--- src/rtl/pref_port_pkg.sv ---
package pref_port_pkg;
  typedef enum logic [1:0] {
    OWN_IDLE = 2'd0,
    OWN_BYP  = 2'd1,
    OWN_FIFO = 2'd2
  } owner_e;
endpackage

--- src/rtl/ppa_cand.sv ---
module ppa_cand #(
  parameter int unsigned FLIT_W = 10
) (
  input  logic              nempty_i,
  input  logic [FLIT_W-1:0] head_i,
  input  logic              enq_valid_i,
  input  logic [FLIT_W-1:0] enq_flit_i,
  output logic              valid_o,
  output logic [FLIT_W-1:0] flit_o
);
  // empty FIFO offers the flit being written (bypass on enqueue)
  assign valid_o = nempty_i | enq_valid_i;
  assign flit_o  = nempty_i ? head_i : enq_flit_i;
endmodule

--- src/rtl/ppa_rr_arb.sv ---
module ppa_rr_arb #(
  parameter int unsigned N_IN  = 5,
  parameter int unsigned IDX_W = $clog2(N_IN)
) (
  input  logic [N_IN-1:0]  req_i,
  input  logic [IDX_W-1:0] ptr_i,
  output logic [N_IN-1:0]  gnt_o,
  output logic [IDX_W-1:0] idx_o
);
  always_comb begin
    logic found;
    found = 1'b0;
    gnt_o = '0;
    idx_o = '0;
    for (int k = 0; k < int'(N_IN); k++) begin
      int j;
      j = (int'(ptr_i) + k) % int'(N_IN);
      if (!found && req_i[j]) begin
        found    = 1'b1;
        gnt_o[j] = 1'b1;
        idx_o    = IDX_W'(j);
      end
    end
  end
endmodule

--- src/rtl/ppa_cfg.sv ---
module ppa_cfg #(
  parameter int unsigned N_IN     = 5,
  parameter int unsigned PREF_RST = 0,
  parameter int unsigned IDX_W    = $clog2(N_IN)
) (
  input  logic             clk_i,
  input  logic             rst_ni,
  input  logic             we_i,
  input  logic [IDX_W-1:0] wr_pref_i,
  input  logic             wr_adapt_i,
  input  logic             safe_i,
  output logic [IDX_W-1:0] pref_o,
  output logic             adapt_o,
  output logic             apply_o
);
  logic             pend_q;
  logic [IDX_W-1:0] pend_pref_q;
  logic             pend_adapt_q;
  logic             wr_ok;

  assign wr_ok   = we_i && (int'(wr_pref_i) < int'(N_IN));
  assign apply_o = pend_q & safe_i;

  always_ff @(posedge clk_i or negedge rst_ni) begin
    if (!rst_ni) begin
      pref_o       <= IDX_W'(PREF_RST);
      adapt_o      <= 1'b0;
      pend_q       <= 1'b0;
      pend_pref_q  <= '0;
      pend_adapt_q <= 1'b0;
    end else begin
      if (apply_o) begin
        pref_o  <= pend_pref_q;
        adapt_o <= pend_adapt_q;
        pend_q  <= 1'b0;
      end
      if (wr_ok) begin
        pend_q       <= 1'b1;
        pend_pref_q  <= wr_pref_i;
        pend_adapt_q <= wr_adapt_i;
      end
    end
  end

  // a pending write survives any busy cycle
  p_pend_kept_r9: assert property (@(posedge clk_i) disable iff (!rst_ni)
    (pend_q && !safe_i) |=> pend_q);
endmodule

--- src/rtl/pref_out_port.sv ---
module pref_out_port
  import pref_port_pkg::*;
#(
  parameter int unsigned N_IN     = 5,
  parameter int unsigned FLIT_W   = 10,
  parameter int unsigned PREF_RST = 0,
  localparam int unsigned IDX_W   = $clog2(N_IN)
) (
  input  logic                        clk_i,
  input  logic                        rst_ni,
  input  logic [N_IN-1:0]             fifo_nempty_i,
  input  logic [N_IN-1:0][FLIT_W-1:0] fifo_head_i,
  input  logic [N_IN-1:0]             enq_valid_i,
  input  logic [N_IN-1:0][FLIT_W-1:0] enq_flit_i,
  output logic [N_IN-1:0]             fifo_pop_o,
  input  logic [N_IN-1:0]             byp_valid_i,
  input  logic [N_IN-1:0][FLIT_W-1:0] byp_flit_i,
  output logic                        byp_fwd_o,
  input  logic                        cfg_we_i,
  input  logic [IDX_W-1:0]            cfg_pref_i,
  input  logic                        cfg_adapt_i,
  output logic                        out_valid_o,
  output logic [FLIT_W-1:0]           out_flit_o,
  output logic [IDX_W-1:0]            pref_o,
  output logic                        adapt_o
);
  localparam int unsigned HEAD_B = FLIT_W - 1;
  localparam int unsigned TAIL_B = FLIT_W - 2;

  owner_e             owner_q;
  logic [IDX_W-1:0]   lock_q, ptr_q;
  logic               oq_v;
  logic [FLIT_W-1:0]  oq_f;

  logic [N_IN-1:0]              cand_v, req, arb_gnt, gnt;
  logic [N_IN-1:0][FLIT_W-1:0]  cand_f;
  logic [IDX_W-1:0]             arb_idx, gidx;
  logic [IDX_W-1:0]             pref;
  logic                         adapt, apply, safe;
  logic                         byp_v, byp_ok, gv;
  logic [FLIT_W-1:0]            byp_f, gflit;

  assign safe = (owner_q == OWN_IDLE);

  ppa_cfg #(.N_IN(N_IN), .PREF_RST(PREF_RST), .IDX_W(IDX_W)) u_cfg (
    .clk_i     (clk_i),
    .rst_ni    (rst_ni),
    .we_i      (cfg_we_i),
    .wr_pref_i (cfg_pref_i),
    .wr_adapt_i(cfg_adapt_i),
    .safe_i    (safe),
    .pref_o    (pref),
    .adapt_o   (adapt),
    .apply_o   (apply)
  );

  for (genvar g = 0; g < int'(N_IN); g++) begin : g_cand
    ppa_cand #(.FLIT_W(FLIT_W)) u_cand (
      .nempty_i   (fifo_nempty_i[g]),
      .head_i     (fifo_head_i[g]),
      .enq_valid_i(enq_valid_i[g]),
      .enq_flit_i (enq_flit_i[g]),
      .valid_o    (cand_v[g]),
      .flit_o     (cand_f[g])
    );
    assign req[g] = cand_v[g] & cand_f[g][HEAD_B] & (adapt | (IDX_W'(g) != pref));
  end

  ppa_rr_arb #(.N_IN(N_IN), .IDX_W(IDX_W)) u_arb (
    .req_i (req),
    .ptr_i (ptr_q),
    .gnt_o (arb_gnt),
    .idx_o (arb_idx)
  );

  // pre-selected bypass lane
  assign byp_v  = byp_valid_i[pref];
  assign byp_f  = byp_flit_i[pref];
  assign byp_ok = !adapt && !apply && !oq_v && byp_v &&
                  ((owner_q == OWN_IDLE && byp_f[HEAD_B]) || owner_q == OWN_BYP);

  always_comb begin
    gnt  = '0;
    gidx = lock_q;
    if (owner_q == OWN_FIFO) begin
      if (cand_v[lock_q]) gnt[lock_q] = 1'b1;
    end else if (owner_q == OWN_IDLE && !apply && !byp_ok) begin
      gnt  = arb_gnt;
      gidx = arb_idx;
    end
  end

  assign gv    = |gnt;
  assign gflit = cand_f[gidx];

  always_ff @(posedge clk_i or negedge rst_ni) begin
    if (!rst_ni) begin
      owner_q <= OWN_IDLE;
      lock_q  <= '0;
      ptr_q   <= '0;
      oq_v    <= 1'b0;
      oq_f    <= '0;
    end else begin
      oq_v <= gv;
      if (gv) oq_f <= gflit;
      if (byp_ok) begin
        owner_q <= byp_f[TAIL_B] ? OWN_IDLE : OWN_BYP;
      end else if (gv) begin
        owner_q <= gflit[TAIL_B] ? OWN_IDLE : OWN_FIFO;
        lock_q  <= gidx;
      end
      if (gv && owner_q == OWN_IDLE)
        ptr_q <= (gidx == IDX_W'(N_IN - 1)) ? '0 : gidx + 1'b1;
    end
  end

  assign fifo_pop_o  = gnt;
  assign byp_fwd_o   = byp_ok;
  assign out_valid_o = byp_ok | oq_v;
  assign out_flit_o  = byp_ok ? byp_f : oq_f;
  assign pref_o      = pref;
  assign adapt_o     = adapt;

  p_single_pop_r12: assert property (@(posedge clk_i) disable iff (!rst_ni)
    $onehot0(fifo_pop_o));
  p_fifo_to_out_r3: assert property (@(posedge clk_i) disable iff (!rst_ni)
    (|fifo_pop_o) |=> (out_valid_o && !byp_fwd_o));
  p_byp_blocked_r5: assert property (@(posedge clk_i) disable iff (!rst_ni)
    (owner_q == OWN_FIFO) |-> !byp_fwd_o);
  p_byp_lock_r6: assert property (@(posedge clk_i) disable iff (!rst_ni)
    (owner_q == OWN_BYP) |-> (fifo_pop_o == '0));
  p_pref_held_r8: assert property (@(posedge clk_i) disable iff (!rst_ni)
    !adapt_o |-> !fifo_pop_o[pref_o]);
  p_cfg_hold_r9: assert property (@(posedge clk_i) disable iff (!rst_ni)
    (owner_q != OWN_IDLE) |=> ($stable(pref_o) && $stable(adapt_o)));
endmodule

--- config.mk ---
export PLATFORM = sky130hd
export DESIGN_NAME = pref_out_port
export DESIGN_NICKNAME = d
export VERILOG_FILES = /design/src/rtl/pref_port_pkg.sv /design/src/rtl/ppa_cand.sv /design/src/rtl/ppa_rr_arb.sv /design/src/rtl/ppa_cfg.sv /design/src/rtl/pref_out_port.sv
export SDC_FILE = /design/constraint.sdc
export NUM_CORES = 1
export LEC_CHECK = 0
export BUFFER_PORTS_ARGS = -buffer_cell sky130_fd_sc_hd__buf_2
export CAP_MARGIN = 10
export CORE_ASPECT_RATIO = 1.5
export CORE_MARGIN = 8
export CORE_UTILIZATION = 53
export DETAILED_ROUTE_END_ITERATION = 8
export HOLD_SLACK_MARGIN = 0.1
export PLACE_DENSITY = 0.81
export SLEW_MARGIN = 20
export SYNTH_ARGS = -nofsm -noshare
export SYNTH_HDL_FRONTEND = slang
export SYNTH_SLANG_ARGS = --single-unit
export TNS_END_PERCENT = 1
--- constraint.sdc ---
create_clock -name clk_i -period 6.9 [get_ports clk_i]
set_input_delay 0.69 -clock clk_i [delete_from_list [all_inputs] [get_ports clk_i]]
set_output_delay 0.69 -clock clk_i [all_outputs]
set_load 0.01 [all_outputs]
==> metrics, run 1 <==
CTS tree=built; wire length per cell=approximately 23 um; num ports=193; area leader, netlist=dfrtp_1; met3 Track Usage GR=a little under 7%; # rows=between 40 and 50; CTS resizes=0; Final Cell Area=6810 um^2; RSZ-0062 raised after global routing=no; fraction of registers with async set/reset=between 90% and 100%; CTS hold repair buffers=0; Internal Power=1.67 mW; Data arrival, critical path=between 6 and 7 ns; Unique masters post-synth=approximately 100; Crit Path Max Fanout=20; Final #Nets=roughly 1,100; antenna violations before repair=1; worst min-delay path class=in2async; Max-slew headroom=27.8%; gpl congestion=between 1 and 1.5; Final Power=between 4 and 5 mW; DRC=0; DIE WIDTH=approximately 100 um; Max clock buf depth=2; final worst-path setup slack=~0.70 ns; final hold vios=0; Max Clock Skew=between 0.002 and 0.0025 ns; total track usage=around a third; vias in the first global route=6,887; area added between synthesis and finish=20.5%; Starting Density=between 50% and 60%; Gate power share=87.9%; Main synth FF type=dfrtp_1; Crit. End Element=register; CP Class=reg2reg; gr ovfl total=0; H-tree levels=1; Yosys reg bits=28; cell area after synthesis=between 5000 and 6000 um^2; post-route ant nets=0; Startpoint Class=register; Worst Max-Slew Pin Slew=approximately 1.1 ns; setup TNS=0 ns; Max Cap Viol=0; Tcrit/Tclk final=89.8%; Synth top area share=12.4%; Starting DRT DRC Count=roughly 460; pwr dens=a little over 600 nW/um^2; final setup fails=0; port buffer count=192; GR peak layer=met2; Clock Pin Slew Worst Setup and Hold Paths=roughly 0.070 ns; met2 usage=between 50% and 60%; CTS Buf Count=3; Worst-Skew Late Latency=approximately 0.26 ns; Post-Synthesis Cells=approximately 700; routed vias=about 6,700; Core Region=10,500 um^2; sw frac=about 60%; most frequent cell after synthesis=nor2_1; clock network power share=3.5%; Worst Path Required=7.08 ns; top cells by count, synth=nor2_1 (50), nand2_1 (47), a21oi_1 (43); dpl hpwl=between 15 and 20 mm; Total Routed Length=about 23 mm; status=finished, final reports clean; first-pass GRT wire length=35.6 mm; largest net degree at the start of global routing=between 40 and 50; Die Y=142 um; Placement Setup Slack=0.866 ns; syn avg cell area=8.08 um^2; Vias/cell=between 6 and 7; net switching power=between 2 and 2.5 mW; setup bufs post-CTS=0; met1 Use GR=a little under a third; Syn Nets=between 900 and 1,000; share of post-route cells with drive strength above 1=34.7%; fillers=989; Cell Area, Placed=about 6700 um^2; post-synthesis sequential area ratio=roughly an eighth; Worst VDD drop=0.000232 V; First-pass DRT Iterations=8; max-slew violation count=0; main area contributors after synthesis=dfrtp_1 (12%), ha_1 (7.3%), mux2_2 (6.8%); Min Clock Period, post-route=about 6.2 ns; leak pwr=between 3 and 4 nW; die area=14,300 um^2; Max Freq=0.161 GHz; share of power burned in registers=under 10%; EDFF count, synth=0; CTS Sinks=28; Root Buffer=clkbuf_16; yosys warns=0
## layout make-up
class,instances,area (um^2),area share (%)
multi-input combinational,603,4660,68.5
timing repair buffer,203,1040,15.3
clock buffer,4,88.8,1.31
antenna,1,2.50,0.0368
inverter,33,126,1.86
sequential,28,701,10.3
tap,144,180,2.65
## cells in the final DEF, fill, tap and decap left out, types with 10 or more instances in the layout
| master | n |
|---|---|
| dfrtp_1 | 28 |
| nand2_1 | 47 |
| mux2i_1 | 34 |
| o21ai_0 | 34 |
| o211ai_1 | 26 |
| nor3_1 | 18 |
| nor2_1 | 49 |
| buf_2 | 192 |
| and2_1 | 14 |
| a21oi_1 | 43 |
| and3b_1 | 11 |
| mux4_2 | 10 |
| nand3_1 | 41 |
| buf_4 | 11 |
| ha_1 | 33 |
| a22oi_1 | 12 |
| nor2b_1 | 10 |
| inv_1 | 29 |
| mux2_2 | 34 |
## metal layers
metal	part of all wire [%]	vias to the layer above	routed length [um]
met5	0.065	-	15
met3	8.1	98	1850
met1	34	3107	7750
li1	-	3068	-
met2	51	391	11800
met4	6.6	2	1520
## path summary, 6_finish.rpt
kind / slack [ns] / to / depth (start not counted) / startpoint
worst max-delay path: 0.70 / ptr_q[0]$_DFFE_PN0P_ / 24 / ptr_q[1]$_DFFE_PN0P_
worst min-delay path: 0.45 / u_cfg.pend_adapt_q$_DFFE_PN0P_ / 1 / rst_ni
worst max register to register: 0.70 / ptr_q[0]$_DFFE_PN0P_ / 24 / ptr_q[1]$_DFFE_PN0P_
worst min register to register: 0.48 / u_cfg.pref_o[0]$_DFFE_PN0P_ / 2 / u_cfg.pend_pref_q[0]$_DFFE_PN0P_
max in group asynchronous: 6.03 / lock_q[2]$_DFFE_PN0P_ / 1 / rst_ni
min in group clk_i: 0.48 / u_cfg.pref_o[0]$_DFFE_PN0P_ / 2 / u_cfg.pend_pref_q[0]$_DFFE_PN0P_
## registers in the layout, summed over array words and instances (netlist names)
signal	cells
u_cfg.pend_pref_q	3
oq_v	1
u_cfg.adapt_o	1
u_cfg.pend_adapt_q	1
u_cfg.pend_q	1
lock_q	3
u_cfg.pref_o	3
oq_f	10
owner_q	2
ptr_q	3
## cells by family after synthesis
group / share of synthesized area [%]
and+or+nand+nor: 23.7
xor gates and xnor gates: 1.57
AOI/OAI and AO/OA: 32.8
muxes: 16.8
buffers and inverters: 5.05
DFF: 12.4
adders and majority gates: 7.67
## critical path: stages (launching register included)
cell,delay [ns]
dfrtp_1,0.50
inv_1,0.12
ha_1,0.27
inv_1,0.10
ha_1,0.31
inv_1,0.12
ha_1,0.29
or3_4,0.42
nand3_1,0.14
nand2_1,0.10
ha_1,0.30
nand2b_1,0.17
a211oi_1,0.13
a21oi_1,0.39
inv_1,0.11
o32a_1,0.40
o21a_2,0.27
o211ai_1,0.18
a2111o_1,0.53
and2_1,0.54
inv_1,0.14
ha_1,0.26
nand3_1,0.10
nand2b_1,0.07
mux2i_1,0.14
## power by group through the flow
stage	Sequential [mW]	Clock, mW	Combinational (mW)
floorplan	0.294	0	2.73
global placement	0.353	0	3.55
detailed placement	0.356	0	3.57
CTS	0.353	0.146	3.58
global route	0.367	0.153	3.98
finish	0.356	0.145	3.66
## metrics by stage
stage / hold slack [ns] / instances / utilization (%)
2_1_floorplan: 0.394 / 699 / -
3_3_place_gp: 0.458 / 1011 / 64.1
3_5_place_dp: 0.464 / 1011 / 64.1
4_1_cts: 0.474 / 1015 / 64.9
5_1_grt: 0.502 / 1015 / 64.9
6_report: 0.447 / 1016 / 65.0
Power figures use the tool's default switching activity.
==> inputs of run 2 (changes only) <==
--- a/config.mk
+++ b/config.mk
@@ -19,2 +19 @@
 export SYNTH_SLANG_ARGS = --single-unit
-export TNS_END_PERCENT = 1
==> constraint.sdc (replaced) <==
create_clock -name clk_i -period 6.9 [get_ports clk_i]
set_input_delay 1.38 -clock clk_i [delete_from_list [all_inputs] [get_ports clk_i]]
set_output_delay 1.38 -clock clk_i [all_outputs]
set_load 0.01 [all_outputs]
==> run 2 against run 1 <==
  * Clock skew grew 0.0034 ns
  * Cell area grew 0.48%
  * Non-clock buffer count grew 2
  * First-iteration DRC count rose by 8.5%
  * Total power is 1.9% higher
  * Critical path type is now reg2out
==> metrics, run 2 (same netlist as run 1, synthesis figures left out) <==
routed vias=between 6,000 and 7,000; sw frac=59.5%; Worst Max-Slew Pin Slew=~0.9 ns; RSZ-0062 raised after global routing=no; Worst Path Required=about 5.5 ns; DRC=0; port buffer count=around 190; commonest non-fill, non-tap cell in the layout=buf_2; dpl hpwl=18.8 mm; Clock Pin Slew Worst Setup and Hold Paths=approximately 0.07 ns; status=finished, final reports clean; share of power burned in registers=under 10%; Max Clock Skew=0.00566 ns; gpl congestion=roughly 1.0; Cell Area, Placed=just under 7000 um^2; Max Cap Viol=0; final hold vios=0; Data arrival, critical path=~5.2 ns; hold depth=2; leak pwr=~3 nW; antenna violations before repair=0; setup TNS=0 ns; CTS tree=built; # rows=46; CP Class=reg2out; worst min-delay path class=reg2reg; die area=14,300 um^2; Min Clock Period, post-route=about 6.6 ns; worst-path cell chain=buf_4 -> ha_1 -> o31a_1 -> xnor2_1 -> ha_1 -> fa_1 -> or4b_4 -> o211ai_1 -> nand2_1 -> o221a_2 -> a311oi_2 -> nand4_4 -> o41ai_1 -> o21ai_0 -> nand2_1 -> buf_2; Worst VDD drop=roughly 0.00022 V; Finished Core Util=65.3%; Total Routed Length=between 20 and 25 mm; net switching power=between 2 and 3 mW; Worst-Skew Late Latency=approximately 0.27 ns; Worst Path Buf+Inv=2; num ports=around 190; Final Power=approximately 4.2 mW; CTS Buf Count=3; max-slew violation count=0; share of post-route cells with drive strength above 1=34.9%; leading cell types in the layout, fill and taps excluded=buf_2 (192), nor2_1 (49), nand2_1 (47); Gate power share=88.2%; Starting Density=roughly 54%; ANT cells=0; first-pass GRT wire length=roughly 35 mm; pwr dens=around 620 nW/um^2; Startpoint Class=register; post-route ant nets=0; Die Y=approximately 140 um; H-tree levels=1; Root Buffer=clkbuf_16; R2R depth=25; Max clock buf depth=2; crit-path leading delay family=compound AO/OA/AOI/OAI gates; Crit. End Element=output pin; Final Cell Area=roughly 7000 um^2; WP depth=16; clock network power share=approximately 4.2%; Reg2Reg Setup Slack=0.76 ns; Fin Hold WS=roughly 0.49 ns; CTS Sinks=28; largest net degree at the start of global routing=41; DIE WIDTH=between 100 and 150 um; First-pass DRT Iterations=7; vias in the first global route=approximately 6,800; Max-slew headroom=40.5%; area added between synthesis and finish=21.1%; Core Region=10,500 um^2; Starting DRT DRC Count=498; gr ovfl total=0; Final #Nets=around 1,100; Biggest register=oq_f; max FFs per register=10; Crit Path Max Fanout=14; Vias/cell=roughly 6.5; Internal Power=about 1.7 mW; Tcrit/Tclk final=95.2%; total track usage=31.1%; CP max stage cell=ha_1; wire length per cell=roughly 22 um; crit-path max cell delay=0.56 ns; Max Freq=0.152 GHz; final setup fails=0
==> run 2: per-stage QoR <==
stage          cells  worst slack [ns]
2_1_floorplan    699             0.428
3_3_place_gp    1013             0.753
3_5_place_dp    1013             0.706
4_1_cts         1017             0.378
5_1_grt         1017            0.0427
6_report        1017             0.329
==> run 2: power groups by stage <==
stage | clock network [mW] | registers (mW) | logic (mW)
6_report | 0.176 | 0.325 | 3.74
5_1_grt | 0.182 | 0.333 | 4.06
4_1_cts | 0.177 | 0.321 | 3.64
3_5_place_dp | 0 | 0.324 | 3.62
3_3_place_gp | 0 | 0.323 | 3.59
2_1_floorplan | 0 | 0.294 | 2.73
==> run 2: worst register-to-register path, stage by stage (launching register included) <==
cell,delay (ns)
dfrtp_1,0.38
inv_1,0.08
ha_1,0.29
inv_1,0.09
ha_1,0.30
inv_1,0.09
ha_1,0.28
or3_4,0.42
nand3_1,0.14
nand2_1,0.09
ha_1,0.21
nand2b_1,0.19
a211oi_1,0.44
a21oi_1,0.17
o31a_1,0.32
o2111ai_1,0.27
o21a_2,0.28
o41ai_1,0.10
a31oi_1,0.18
buf_4,0.26
and2_1,0.65
inv_1,0.13
ha_1,0.25
nand3_1,0.10
nand2_1,0.11
mux2i_1,0.23
==> run 2: timing repair <==
item | 4_1_cts | 5_1_grt
endpoints found under the setup margin | 0 | 1
buffers inserted | 0 | 0
hold buffers | 0 | 0
gates resized for setup | 0 | 1
==> run 2: layout make-up <==
type / instances / area [um^2]
Multi-Input combinational cell: 603 / 4670
Fill cell: 951 / 3640
Timing Repair Buffer: 205 / 1060
Sequential cell: 28 / 701
Tap cell: 144 / 180
Inverter: 33 / 126
Clock buffer: 3 / 75.1
Clock inverter: 1 / 30.0
==> run 2: metal layers <==
layer  wire length, um  global-route usage (%)  part of all wire (%)  up-vias
met5                 0                       0                     0        -
met4              1360                    18.7                   6.0        0
met3              1860                    6.42                   8.2       93
met2             11500                    55.6                    51      399
met1              7990                    32.4                    35     3050
li1                  -                       -                     -     3059
==> run 2: path summary, 6_finish.rpt <==
check                                                 start                                to
max in group asynchronous                            rst_ni              ptr_q[2]$_DFFE_PN0P_
min in group asynchronous                            rst_ni  u_cfg.pend_pref_q[1]$_DFFE_PN0P_
min                        u_cfg.pend_pref_q[2]$_DFFE_PN0P_       u_cfg.pref_o[2]$_DFFE_PN0P_
max reg2reg                            ptr_q[0]$_DFFE_PN0P_              ptr_q[1]$_DFFE_PN0P_
max                                    ptr_q[2]$_DFFE_PN0P_                     fifo_pop_o[3]
min reg2reg                u_cfg.pend_pref_q[2]$_DFFE_PN0P_       u_cfg.pref_o[2]$_DFFE_PN0P_
==> inputs of run 3 (changes only) <==
CORE_UTILIZATION = 54   (was 53)
SYNTH_HIERARCHICAL = 1   (was not set)
==> run 3 against run 2 <==
  * The run now ends with design-rule violations left
  * Via count up 4.4%
  * First-iteration DRC count down 5.2%
  * Register-to-register slack improved by 0.17 ns
  * Maximum frequency shrank 0.38%
  * Critical path depth increased by 1
  * Non-clock buffer count grew 11
  * Global-route usage shrank 1.5 points
  * Final cell count is 2.9% higher
  * Critical path type unchanged
  * Critical endpoint is now fifo_pop_o[1]
  * Highest routed layer unchanged
==> metrics, run 3 <==
status=complete, but fails checks; failing checks=design-rule violations; area added between synthesis and finish=18.3%; yosys warns=6; largest net degree at the start of global routing=37; met1 Use GR=~28%; Syn Nets=931; Total Routed Length=around 23 mm; wire length per cell=approximately 22 um; routed vias=6,894; most frequent cell after synthesis=nand2_1; num ports=~190; area fraction in and, or, nand and nor cells after synthesis=a little over a fifth; max-slew violation count=0; dpl hpwl=between 15 and 20 mm; CTS resizes=0; Starting DRT DRC Count=approximately 470; met3 Track Usage GR=6.38%; fraction of registers with async set/reset=100%; leading cell types in the layout, fill and taps excluded=buf_2 (192), nand2_1 (56), nor2_1 (51); total track usage=~30%; Yosys reg bits=28; share of post-route cells with drive strength above 1=between 30% and 40%; Biggest register=oq_f; Max Freq=approximately 0.15 GHz; worst min-delay path class=reg2reg; Register Area=about 700 um^2; Post-Synthesis Cells=733; setup bufs post-CTS=0; Core Region=around 11,000 um^2; CTS hold repair buffers=0; cell area after synthesis=roughly 6100 um^2; Synth top area share=a little under an eighth; port buffer count=~190; Clock Pin Slew Worst Setup and Hold Paths=0.07 ns; gpl congestion=between 1 and 1.5; proportion of synthesized area in mux cells=between 20% and 30%; Unique masters post-synth=97; Startpoint Class=register; Crit Path Max Fanout=11; Min Clock Period, post-route=6.60 ns; DIE WIDTH=between 100 and 150 um; vias in the first global route=6,937; Worst Max-Slew Pin Slew=0.964 ns; final hold vios=0; Vias/cell=6.58; main area contributors after synthesis=dfrtp_1 (11%), mux2_4 (11%), ha_1 (5.3%); fillers=approximately 1,000; first-pass GRT wire length=roughly 35 mm; EDFF count, synth=0; met2 usage=between 50 and 60%; Starting Density=55.4%; Root Buffer=clkbuf_16; Crit. End Element=output pin; Synth Area in XOR/XNOR=~2.1%; Max Cap Viol=0; H-tree levels=1; DRC=1; # rows=47; Worst Path Required=around 5.5 ns; Tcrit/Tclk final=95.6%; Synth Area in Compound Gates=approximately 31%; GR peak layer=met2; gr ovfl total=0; First-pass DRT Iterations=7; Die Y=between 100 and 150 um; CTS tree=built; final setup fails=0; top cells by count, synth=nand2_1 (56), nor2_1 (51), mux2_4 (46); CP Class=reg2out; Final #Nets=about 1,100; combinational family with the most area after synthesis=compound AO/OA/AOI/OAI gates; syn avg cell area=8.35 um^2; max FFs per register=10; setup TNS=0 ns; adder-cell share of the synthesized area=5.31%; post-synthesis sequential area ratio=11.4%; die area=15,100 um^2; CTS Buf Count=3; Max clock buf depth=2; post-route ant nets=0; ANT cells=0; CTS Sinks=28; Data arrival, critical path=5.22 ns; Max Clock Skew=a little under 0.004 ns; Worst-Skew Late Latency=roughly 0.26 ns; RSZ-0062 raised after global routing=no; antenna violations before repair=0; Multi-input gate area=4990 um^2; Max-slew headroom=between 30 and 40%; area leader, netlist=dfrtp_1; Main synth FF type=dfrtp_1; commonest non-fill, non-tap cell in the layout=buf_2
[run 3: cell count changes after synthesis, moves of 10 or more]
cell / delta
mux2i_1: -21
o211ai_1: -16
a21oi_1: -15
mux2_4: +46
nand3_1: -33
a2bb2o_1: +16
mux2_2: -19
o31ai_1: +16
nand4_1: +15
and3b_1: -10
buf_6: +10
[run 3: worst max-delay path, cell delays in order, from the launching register on]
cell,delay [ns]
dfrtp_1,0.41
inv_1,0.29
ha_1,0.29
inv_1,0.06
ha_1,0.28
inv_1,0.06
ha_1,0.21
nor3_2,0.43
nor2_1,0.25
mux2i_1,0.21
or4b_2,0.65
o41ai_1,0.14
a32oi_1,0.22
or3_4,0.44
or4_1,0.48
o211ai_1,0.14
a22o_1,0.23
buf_2,0.15
[run 3: per-layer routing]
metal	routed length (um)	up-vias
li1	-	3188
met5	0	-
met3	1750	113
met2	11900	403
met4	1900	0
met1	7680	3190
[run 3: through the flow]
step	setup slack [ns]	area, um^2	hold WS [ns]	util (%)	instances
final	0.304	7240	0.498	65.5	1047
after detailed placement	0.502	7160	0.486	64.7	1044
after global placement	0.523	7160	0.466	64.7	1044
after global routing	0.0454	7240	0.514	65.5	1047
after CTS	0.325	7230	0.501	65.4	1047
after floorplan	0.169	6130	0.458	-	733
[run 3: cell type report]
type | instances | area share, %
clock buffers | 3 | 1.04
inverters | 41 | 2.13
multi-input cells | 612 | 68.9
flip-flops and latches | 28 | 9.68
well taps | 147 | 2.54
repair buffers | 216 | 15.8
[run 3: cell families (layout without fill, tap and decap cells)]
logic type                 Yosys count  count (layout)
AOI/OAI and AO/OA                  245             245
DFF                                 28              28
adders and majority gates           26              26
and+or+nand+nor                    240             240
xor gates and xnor gates            14              14
buffers and inverters               93             260
muxes                               87              87
[run 3: final timing paths]
kind,depth (start not counted),slack (ns),startpoint,to
setup / recovery,17,0.30,ptr_q[1]$_DFFE_PN0P_,fifo_pop_o[1]
hold / removal,1,0.50,u_cfg/pend_pref_q[2]$_DFFE_PN0P_,u_cfg/pref_o[2]$_DFFE_PN0P_
setup reg to reg,21,0.93,ptr_q[0]$_DFFE_PN0P_,oq_f[9]$_DFFE_PN0P_
hold reg to reg,1,0.50,u_cfg/pend_pref_q[2]$_DFFE_PN0P_,u_cfg/pref_o[2]$_DFFE_PN0P_
max in group asynchronous,1,5.33,rst_ni,lock_q[2]$_DFFE_PN0P_
min in group asynchronous,1,1.14,rst_ni,ptr_q[1]$_DFFE_PN0P_
Power of run 3 is not shown: default switching activity piles up to over one toggle a cycle in this logic, so the estimate is an artifact.
